<file path="config.mk">
export PLATFORM = sky130hd
export DESIGN_NAME = lane_map_enc
export DESIGN_NICKNAME = d
export VERILOG_FILES = /design/src/rtl/lane_map_pkg.sv /design/src/rtl/lane_pair_check.sv /design/src/rtl/lane_func_store.sv /design/src/rtl/lane_perm_search.sv /design/src/rtl/lane_map_enc.sv
export SDC_FILE = /design/constraint.sdc
export NUM_CORES = 1
export LEC_CHECK = 0
export ABC_AREA = 0
export BUFFER_PORTS_ARGS = -buffer_cell sky130_fd_sc_hd__buf_2
export CAP_MARGIN = 5
export CORE_ASPECT_RATIO = 0.75
export CORE_UTILIZATION = 47
export CTS_BUF_LIST = sky130_fd_sc_hd__clkbuf_4 sky130_fd_sc_hd__clkbuf_8
export DETAILED_ROUTE_END_ITERATION = 12
export GPL_TIMING_DRIVEN = 0
export HOLD_SLACK_MARGIN = 0.08
export PLACE_DENSITY = 0.69
export SLEW_MARGIN = 20
export SYNTH_ARGS = -nofsm -noshare
export SYNTH_HDL_FRONTEND = slang
export SYNTH_HIERARCHICAL = 1
export SYNTH_SLANG_ARGS = --single-unit
export TNS_END_PERCENT = 5
</file>
<file path="constraint.sdc">
create_clock -name clk -period 6.5 [get_ports clk]
set_input_delay 1.3 -clock clk [delete_from_list [all_inputs] [get_ports clk]]
set_output_delay 1.3 -clock clk [all_outputs]
set_load 0.05 [all_outputs]
</file>
<file path="src/rtl/lane_map_pkg.sv">
package lane_map_pkg;

  localparam int NUM_LANES = 4;
  localparam int PIN_W     = 4;
  localparam int LIST_LEN  = 24;
  localparam int IDX_W     = $clog2(LIST_LEN);
  localparam int LANE_W    = $clog2(NUM_LANES);
  localparam int NIB_W     = 4;
  localparam int WORD_W    = NUM_LANES * NIB_W;

  typedef enum logic [1:0] {
    PH_IDLE   = 2'd0,
    PH_CHECK  = 2'd1,
    PH_SEARCH = 2'd2
  } phase_t;

  // Ordered permutation list; position in this list is the output code.
  function automatic logic [WORD_W-1:0] perm_entry(input logic [IDX_W-1:0] pos);
    case (pos)
      5'd0:  return 16'h0123;
      5'd1:  return 16'h0132;
      5'd2:  return 16'h0312;
      5'd3:  return 16'h0321;
      5'd4:  return 16'h0231;
      5'd5:  return 16'h0213;
      5'd6:  return 16'h1023;
      5'd7:  return 16'h1032;
      5'd8:  return 16'h3012;
      5'd9:  return 16'h3021;
      5'd10: return 16'h2031;
      5'd11: return 16'h2013;
      5'd12: return 16'h1203;
      5'd13: return 16'h1302;
      5'd14: return 16'h3102;
      5'd15: return 16'h3201;
      5'd16: return 16'h2301;
      5'd17: return 16'h2103;
      5'd18: return 16'h1230;
      5'd19: return 16'h1320;
      5'd20: return 16'h3120;
      5'd21: return 16'h3210;
      5'd22: return 16'h2310;
      5'd23: return 16'h2130;
      default: return 16'hFFFF;
    endcase
  endfunction

  // Lane polarity vector (bit i = lane i) to output mask order.
  function automatic logic [3:0] pol_pack(input logic [3:0] lane_pol);
    return {lane_pol[1], lane_pol[2], lane_pol[3], lane_pol[0]};
  endfunction

endpackage

</file>
<file path="src/rtl/lane_pair_check.sv">
module lane_pair_check #(
  parameter int PIN_W  = 4,
  parameter int N_PINS = 8,
  parameter int LANE_W = 2
) (
  input  logic [PIN_W-1:0]  pos_pin,
  input  logic [PIN_W-1:0]  neg_pin,
  output logic              pair_ok,
  output logic [LANE_W-1:0] lane,
  output logic              swapped
);
  logic             in_range;
  logic [PIN_W-1:0] partner;

  always_comb begin
    in_range = (int'(pos_pin) < N_PINS) && (int'(neg_pin) < N_PINS);
    swapped  = pos_pin[0];
    partner  = pos_pin[0] ? (pos_pin - PIN_W'(1)) : (pos_pin + PIN_W'(1));
    pair_ok  = in_range && (neg_pin == partner);
    lane     = pos_pin[LANE_W:1];
  end
endmodule

</file>
<file path="src/rtl/lane_func_store.sv">
module lane_func_store #(
  parameter int NUM_LANES = 4,
  parameter int LANE_W    = 2,
  parameter int NIB_W     = 4
) (
  input  logic                       clk,
  input  logic                       rst_n,
  input  logic                       clear,
  input  logic                       wr_en,
  input  logic [LANE_W-1:0]          wr_lane,
  input  logic [LANE_W-1:0]          wr_func,
  input  logic                       wr_pol,
  output logic [NUM_LANES*NIB_W-1:0] perm_word,
  output logic [NUM_LANES-1:0]       lane_pol
);
  localparam int WORD_W = NUM_LANES * NIB_W;

  for (genvar g = 0; g < NUM_LANES; g++) begin : g_lane
    logic [LANE_W-1:0] func_q;
    logic              pol_q;

    always_ff @(posedge clk) begin
      if (!rst_n || clear) begin
        func_q <= '0;
        pol_q  <= 1'b0;
      end else if (wr_en && (wr_lane == LANE_W'(g))) begin
        func_q <= wr_func;
        pol_q  <= wr_pol;
      end
    end

    assign perm_word[WORD_W-1-g*NIB_W -: NIB_W] = {{(NIB_W-LANE_W){1'b0}}, func_q};
    assign lane_pol[g] = pol_q;
  end
endmodule

</file>
<file path="src/rtl/lane_perm_search.sv">
module lane_perm_search
  import lane_map_pkg::*;
#(
  parameter int LIST_N = 24,
  parameter int POS_W  = 5,
  parameter int WRD_W  = 16
) (
  input  logic [POS_W-1:0] scan_pos,
  input  logic [WRD_W-1:0] perm_word,
  output logic             hit,
  output logic             at_end
);
  always_comb begin
    hit    = (perm_entry(scan_pos) == perm_word);
    at_end = (scan_pos == POS_W'(LIST_N - 1));
  end
endmodule

</file>
<file path="src/rtl/lane_map_enc.sv">
module lane_map_enc
  import lane_map_pkg::*;
#(
  parameter int LANES = NUM_LANES,
  parameter int PW    = PIN_W,
  parameter int LLEN  = LIST_LEN
) (
  input  logic                    clk,
  input  logic                    rst_n,
  input  logic                    start,
  input  logic [2*PW*LANES-1:0]   pin_map,
  output logic [$clog2(LLEN)-1:0] perm_idx,
  output logic [3:0]              pol_mask,
  output logic                    done,
  output logic                    err,
  output logic                    miss
);
  localparam int PAIR_W = 2 * PW;
  localparam int LW     = $clog2(LANES);
  localparam int IW     = $clog2(LLEN);
  localparam int WW     = LANES * NIB_W;

  phase_t          phase;
  logic [LW-1:0]   pair_sel;
  logic [IW-1:0]   scan_pos;
  logic [PW-1:0]   cur_pos, cur_neg;
  logic            pair_ok, pair_swap, last_pair;
  logic [LW-1:0]   pair_lane;
  logic [WW-1:0]   perm_word;
  logic [LANES-1:0] lane_pol;
  logic            list_hit, list_end;
  logic            busy, launch, pair_write;

  logic [IW-1:0]   idx_q;
  logic [3:0]      pol_q;
  logic            done_q, err_q, miss_q;

  assign busy       = (phase != PH_IDLE);
  assign launch     = (phase == PH_IDLE) && start;
  assign pair_write = (phase == PH_CHECK) && pair_ok;
  assign last_pair  = (pair_sel == LW'(LANES - 1));

  always_comb begin
    cur_pos = pin_map[pair_sel*PAIR_W +: PW];
    cur_neg = pin_map[pair_sel*PAIR_W + PW +: PW];
  end

  lane_pair_check #(.PIN_W(PW), .N_PINS(2*LANES), .LANE_W(LW)) u_check (
    .pos_pin (cur_pos),
    .neg_pin (cur_neg),
    .pair_ok (pair_ok),
    .lane    (pair_lane),
    .swapped (pair_swap)
  );

  lane_func_store #(.NUM_LANES(LANES), .LANE_W(LW), .NIB_W(NIB_W)) u_store (
    .clk       (clk),
    .rst_n     (rst_n),
    .clear     (launch),
    .wr_en     (pair_write),
    .wr_lane   (pair_lane),
    .wr_func   (pair_sel),
    .wr_pol    (pair_swap),
    .perm_word (perm_word),
    .lane_pol  (lane_pol)
  );

  lane_perm_search #(.LIST_N(LLEN), .POS_W(IW), .WRD_W(WW)) u_search (
    .scan_pos  (scan_pos),
    .perm_word (perm_word),
    .hit       (list_hit),
    .at_end    (list_end)
  );

  always_ff @(posedge clk) begin
    if (!rst_n) begin
      phase    <= PH_IDLE;
      pair_sel <= '0;
      scan_pos <= '0;
      idx_q    <= '0;
      pol_q    <= '0;
      done_q   <= 1'b0;
      err_q    <= 1'b0;
      miss_q   <= 1'b0;
    end else begin
      done_q <= 1'b0;
      case (phase)
        PH_IDLE: begin
          if (start) begin
            phase    <= PH_CHECK;
            pair_sel <= '0;
            idx_q    <= '0;
            pol_q    <= '0;
            err_q    <= 1'b0;
            miss_q   <= 1'b0;
          end
        end
        PH_CHECK: begin
          if (!pair_ok) begin
            err_q  <= 1'b1;
            done_q <= 1'b1;
            phase  <= PH_IDLE;
          end else if (last_pair) begin
            scan_pos <= '0;
            phase    <= PH_SEARCH;
          end else begin
            pair_sel <= pair_sel + LW'(1);
          end
        end
        PH_SEARCH: begin
          if (list_hit) begin
            idx_q  <= scan_pos;
            pol_q  <= pol_pack(lane_pol[3:0]);
            done_q <= 1'b1;
            phase  <= PH_IDLE;
          end else if (list_end) begin
            idx_q  <= '0;
            pol_q  <= pol_pack(lane_pol[3:0]);
            miss_q <= 1'b1;
            done_q <= 1'b1;
            phase  <= PH_IDLE;
          end else begin
            scan_pos <= scan_pos + IW'(1);
          end
        end
        default: phase <= PH_IDLE;
      endcase
    end
  end

  assign perm_idx = idx_q;
  assign pol_mask = pol_q;
  assign done     = done_q;
  assign err      = err_q;
  assign miss     = miss_q;
endmodule

</file>
==> flow_summary.yaml, run 1 <==
outcome:
  status: "complete, no violations"
min_path:
  hp-class: "flop to flop"
worst_setup_path:
  endpoint_kind: "flop"
  slowest_stage: "mux4_2"
  critPathLaunchType: "primary input"
  crit_arrival_ns: 4.15
  path_delay_family: "multiplexers"
  crit_chain: "buf_2, mux4_2, ha_1, a21oi_1, o21bai_1, xnor2_1, a2111oi_2, nand2_1, inv_1, nor3b_4, mux2i_1"
  crit_path_max_fanout: 6
  cpPeakStageDelay_ns: 0.55
  crit_required_ns: 6.70
  cp.buffers_inverters: 2
  path_class: "primary input to flop"
logic_synthesis:
  synth_most_common_cell: "dfxtp_1"
  synth_compound_area_frac: 0.177
  ys_top_cells_by_count: "33 x dfxtp_1, 25 x nand3_1, 20 x nand3b_1"
  synth_warnings: 6
  synth.mux.area_fraction: 0.146
  synth_top_family_by_area: "simple AND/OR/NAND/NOR gates"
  async_reset_ff_frac: 0
  postSynthCellCount: 311
  avgSynthCellArea_um2: 8.77
  synthAdderAreaFrac: 0.0872
  synth_edf_count: 0
  synth.top_cell.area_share: 0.242
  synth-simple-area-share: 0.221
  yosysSeqAreaShare: 0.242
  syn_area_mm2: 0.00273
  synth_area_leaders: "dfxtp_1 24%, ha_1 8.7%, mux4_2 6.6%, mux2i_1 6.2%, nand3b_1 5.5%"
  yosysUniqueCellTypes: 56
  ys.flop_type: "dfxtp_1"
  synth-xor-area-share: 0.0257
  synth.ff_latch_count: 33
  yosys.area.top_type: "dfxtp_1"
pwr:
  power_leakage_nw: 1.32
  peakVddDrop_uv: 83.0
  clock_power_share: 0.386
  power_density_mw_per_mm2: 164
  p_int_uw: 383
  seqPwrFrac: 0.395
  swShare: 0.270
  power.switching_uw: 141
  p_comb_frac: 0.219
placement:
  port_buffers: 46
  place_ws_ns: 2.34
  place.gp.congestion: 0.844
  dp_hpwl_mm: 5.11
  dp_cells: 439
layout:
  n_antenna_cell: 0
  stdcell_count: 447
  final_nets: 425
  post_route_cells_drive_above_1_share: 0.277
  area_growth_syn_to_layout_pct: 17.3
clocking:
  h-tree-depth: 2
  numCtsBuffers: 5
  cts_setup_buffers: 0
  cts_buffer_depth: 2
  clkLatencyLatePin_ns: 0.28
  root_buffer: "clkbuf_8"
  cts_tree: "done"
  cts_sinks: 33
  path_clk_slew_ns: 0.08
  post_cts_resized: 0
  hold_buffers: 0
floorplanning:
  dieArea_mm2: 0.00611
  start_util: 0.499
  rows: 23
  die_w_um: 89.9
  io_pins: 47
  die_h_um: 68.0
  core_mm2: 0.00547
sta:
  slew_headroom: 0.576
  period_share: 0.607
  clock.fmax_ghz: 0.254
  finalClockSkew_ns: 0.00868
  slew_violations: 0
  final_hold_viol_count: 0
  setup_ws_ns: 2.56
  finalSetupTns_ns: 0
  worst_pin_slew_ns: 0.630
  setup_violations: 0
  fin_crit_ns: 3.94
  rsz0062_at_grt: "no"
drt:
  drc: 0
  drt_wl_total_mm: 6.60
  ant_nets: 0
  wire_per_inst_um: 14.8
  num_vias: 2450
  drtIter0Drc: 155
  firstDrtPassIters: 4
  vias_per_cell: 5.48
global_route:
  grt_pass1_wl_mm: 11.3
  antenna_found_initial: 0
  grt_max_degree: 13
  grt_usage: 0.234
  grt_pass1_vias: 2300
  overflow: 0
run:
  maxCapViolations: 0
[path summary, 6_finish.rpt]
check / depth (start not counted) / end / slack, ns / start
worst max-delay path: 11 / u_store/g_lane[0].pol_q / 2.56 / pin_map[24]
worst max register to register: 12 / perm_idx[2] / 2.86 / scan_pos[1]
worst min-delay path: 2 / pol_mask[2] / 0.46 / pol_mask[2]
worst min register to register: 2 / pol_mask[2] / 0.46 / pol_mask[2]
[power by group through the flow]
stage / Combinational, mW / Sequential [mW] / Clock, mW
4_1_cts: 0.113 / 0.207 / 0.206
2_1_floorplan: 0.0833 / 0.214 / 0
6_report: 0.114 / 0.207 / 0.202
5_1_grt: 0.126 / 0.207 / 0.218
3_3_place_gp: 0.112 / 0.212 / 0
3_5_place_dp: 0.113 / 0.212 / 0
[cell usage in the layout (no fill, tap or decap), types with 3 or more instances in the layout]
cell      Yosys  routed
a21oi_1      19      19
and3_1        3       3
buf_2         8      54
buf_4        15      15
buf_6         4       4
clkbuf_1      4       4
clkbuf_8      0       6
conb_1        1       8
dfxtp_1      33      33
ha_1         19      19
inv_1        12      12
mux2i_1      17      17
mux4_2        8       8
nand2_1      16      16
nand2b_1      5       5
nand3_1      25      25
nand3b_1     20      20
nand4_1       3       3
nor2_1        9       9
nor2b_1       8       8
o21ai_0      13      13
o21ai_1      11      11
o31ai_1       3       3
or3_1         3       3
xnor2_1       8       8
[area by class of cell]
| class | count | area, um^2 |
|---|---|---|
| Buffer | 32 | 216 |
| Inverter | 14 | 52.6 |
| Sequential cell | 33 | 661 |
| Tap cell | 75 | 93.8 |
| Fill cell | 499 | 2270 |
| Timing Repair Buffer | 46 | 230 |
| Clock buffer | 6 | 82.6 |
| Multi-Input combinational cell | 239 | 1820 |
| Clock inverter | 2 | 37.5 |
[stage by stage]
stage / area, um^2 / hold slack [ns] / power (mW) / utilization
floorplan: 2750 / 0.460 / 0.298 / -
global placement: 3080 / 0.441 / 0.323 / 0.563
detailed placement: 3080 / 0.452 / 0.325 / 0.563
CTS: 3200 / 0.463 / 0.527 / 0.585
global route: 3200 / 0.489 / 0.552 / 0.585
finish: 3200 / 0.460 / 0.524 / 0.585
[flip-flops by register name, summed over array words and instances, names as in the netlist]
register	count
done	1
err	1
miss	1
pair_sel	2
perm_idx	5
phase	2
pol_mask	4
scan_pos	5
u_store/g_lane.func_q	8
u_store/g_lane.pol_q	4
[per-layer routing]
layer | GRT usage | vias to the layer above | part of all wire
met2 | 0.385 | 56 | 0.44
met3 | 0.0433 | 5 | 0.052
met1 | 0.320 | 1145 | 0.50
met4 | 0.0605 | 0 | 0.0070
li1 | - | 1244 | -
met5 | 0 | - | 0
[kinds of logic after synthesis]
| kind of cell | after synthesis |
|---|---|
| simple gates | 104 |
| flops | 33 |
| buf+inv | 46 |
| compound gates | 71 |
| mux | 29 |
| other cells | 1 |
| fa+ha+maj | 19 |
| xor+xnor | 8 |
[worst reg2reg max path, stage by stage (launching register included)]
cell and delay [ns]:
dfxtp_1 0.58, inv_1 0.23, ha_1 0.40, mux2_4 0.31
a221oi_2 0.26, a21oi_1 0.06, nor2_1 0.19, o221ai_2 0.14
nor4_2 0.62, o221ai_2 0.28, buf_2 0.25, nand3_1 0.10
o21ai_0 0.09
Note: power is estimated with default switching activity, not from simulation.
==> run 2, diff against run 1 <==
ABC_AREA = 1   (was 0)
PLACE_DENSITY = 0.71   (was 0.69)
clock period = 3.5 ns   (was 6.5 ns; I/O delays follow)
==> flow_summary.yaml, run 2 <==
clocking:
  cts_buffer_depth: 2
  root_buffer: "clkbuf_8"
  path_clk_slew_ns: 0.07
  h-tree-depth: 2
  clkLatencyLatePin_ns: 0.30
  numCtsBuffers: 5
  cts_tree: "done"
  cts_sinks: 33
min_path:
  min_from: "perm_idx[1]"
  hp-class: "flop to flop"
  holdPathStages: 2
  min_to: "perm_idx[1]"
placement:
  place.gp.congestion: 0.850
  port_buffers: 46
  dp_hpwl_mm: 5.44
  dpl_cell_area_mm2: 0.00327
global_route:
  grt_pass1_vias: 2680
  antenna_found_initial: 0
  overflow: 0
  grt_pass1_wl_mm: 12.1
  grt_usage: 0.232
  grt_max_degree: 12
floorplanning:
  rows: 24
  die_w_um: 93.0
  io_pins: 47
  core_mm2: 0.00589
  start_util: 0.496
  dieArea_mm2: 0.00653
  die_h_um: 70.2
drt:
  vias_per_cell: 4.75
  wire_per_inst_um: 11.0
  drtIter0Drc: 159
  ant_nets: 0
  firstDrtPassIters: 4
  drt_wl_total_mm: 6.94
  drc: 0
  num_vias: 2989
sta:
  finalClockSkew_ns: 0.00967
  setup_violations: 0
  holdWs_ns: 0.457
  slew_violations: 0
  fin_crit_ns: 3.12
  finalSetupTns_ns: 0
  period_share: 0.891
  final_hold_viol_count: 0
  clock.fmax_ghz: 0.321
logic_synthesis:
  yosysUniqueCellTypes: 31
  postSynthCellCount: 488
  ys_top_cells_by_count: "153 x nand2_1, 78 x nor2_1, 58 x inv_1"
  synth_most_common_cell: "nand2_1"
  synth.ff_latch_count: 33
  yosysSeqAreaShare: 0.227
  yosys.area.top_type: "dfxtp_1"
  synth_warnings: 6
  ys.flop_type: "dfxtp_1"
  synth.top_cell.area_share: 0.227
  synth_area_leaders: "dfxtp_1 23%, nand2_1 20%, nor2_1 10%, ha_1 8.2%, inv_1 7.5%"
  synth_edf_count: 0
  async_reset_ff_frac: 0
  avgSynthCellArea_um2: 5.98
  syn_area_mm2: 0.00292
pwr:
  peakVddDrop_uv: 267
  total_power_mw: 1.38
  power_leakage_nw: 1.76
  power_density_mw_per_mm2: 404
worst_setup_path:
  r2r_setup_slack_ns: 0.38
  regToRegStartpoint: "pair_sel[0]"
  crit_required_ns: 3.69
  r2r_end: "scan_pos[3]"
  crit_arrival_ns: 3.31
  r2r_cells: 19
  critPathLaunchType: "flop"
  endpoint_kind: "flop"
  crit_path_max_fanout: 10
  path_class: "flop to flop"
outcome:
  status: "complete, no violations"
layout:
  post_route_cells_drive_above_1_share: 0.203
  final_cell_mix: "153 x nand2_1, 78 x nor2_1, 58 x inv_1, 49 x buf_2, 32 x dfxtp_1"
  final_nets: 604
  top_register: "u_store/g_lane.func_q"
  n_antenna_cell: 0
  post-route-cell-area_mm2: 0.00342
  area_growth_syn_to_layout_pct: 17.2
  final_common_cell: "nand2_1"
  largest_reg_flops: 8
run:
  maxCapViolations: 0
==> run 2: routing by layer <==
layer | global-route usage | vias to the layer above | part of all wire
li1 | - | 1625 | -
met2 | 0.359 | 40 | 0.43
met4 | 0.0632 | 0 | 0.013
met5 | 0 | - | 0
met3 | 0.0545 | 10 | 0.037
met1 | 0.323 | 1314 | 0.52
==> run 2: worst max-delay path by stage <==
stage                 from          end  slack (ns)  cells after the start
3_3_place_gp   pair_sel[0]  scan_pos[1]        0.09                     19
5_1_grt        pair_sel[0]  scan_pos[4]     -0.0007                     20
3_5_place_dp   pair_sel[0]  scan_pos[3]        0.03                     19
6_report       pair_sel[0]  scan_pos[3]        0.38                     19
4_1_cts        pair_sel[0]  scan_pos[3]        0.01                     19
2_1_floorplan  pair_sel[0]  scan_pos[3]        0.75                     19
==> run 2: worst max-delay path: stages (launching register included) <==
cell and delay [ns]:
dfxtp_2 0.40, buf_2 0.21, buf_2 0.24, o21ai_0 0.14, o22ai_2 0.37, ha_1 0.33, inv_1 0.08, nand2_1 0.06
nand3_2 0.05, nand2_1 0.05, nor2_1 0.10, nand2_1 0.05, nor2_1 0.19, inv_1 0.09, nand2_1 0.16, nand3_1 0.14
nor2_4 0.16, nand2_1 0.07, nand2_1 0.06, nor2_1 0.04
==> run 2: power breakdown <==
| group | switching (mW) | total (mW) | internal (mW) |
|---|---|---|---|
| combinational | 0.361 | 0.578 | 0.217 |
| clock | 0.145 | 0.385 | 0.240 |
| sequential | 0.0255 | 0.419 | 0.393 |
| total | 0.531 | 1.38 | 0.850 |
==> run 2: per-stage QoR <==
stage	setup slack [ns]	utilization	std cells
6_report	0.382	0.581	629
3_5_place_dp	0.0290	0.556	619
5_1_grt	-0.000683	0.581	629
4_1_cts	0.0137	0.576	627
3_3_place_gp	0.0902	0.556	619
2_1_floorplan	0.748	-	495
==> run 2: logic make-up after synthesis <==
kind of cell / count (synthesis) / share of synthesized area
other: 1 / 0.00129
buffers and inverters: 93 / 0.161
AOI/OAI and AO/OA: 53 / 0.0995
adders and majority gates: 19 / 0.0815
DFF: 33 / 0.227
and+or+nand+nor: 289 / 0.430
==> run 2: layout make-up <==
type,instances,area [um^2]
Buffer,27,215
Clock buffer,7,90.1
Clock inverter,1,30.0
Fill cell,599,2470
Inverter,66,255
Multi-Input combinational cell,369,1820
Sequential cell,33,662
Tap cell,78,97.6
Timing Repair Buffer,48,245
==> run 2: timing repair <==
action	in CTS	in global routing
hold endpoints to repair	0	0
endpoints found under the setup margin	0	19
resized for setup	0	5
hold buffers	0	0
setup buffers	0	2
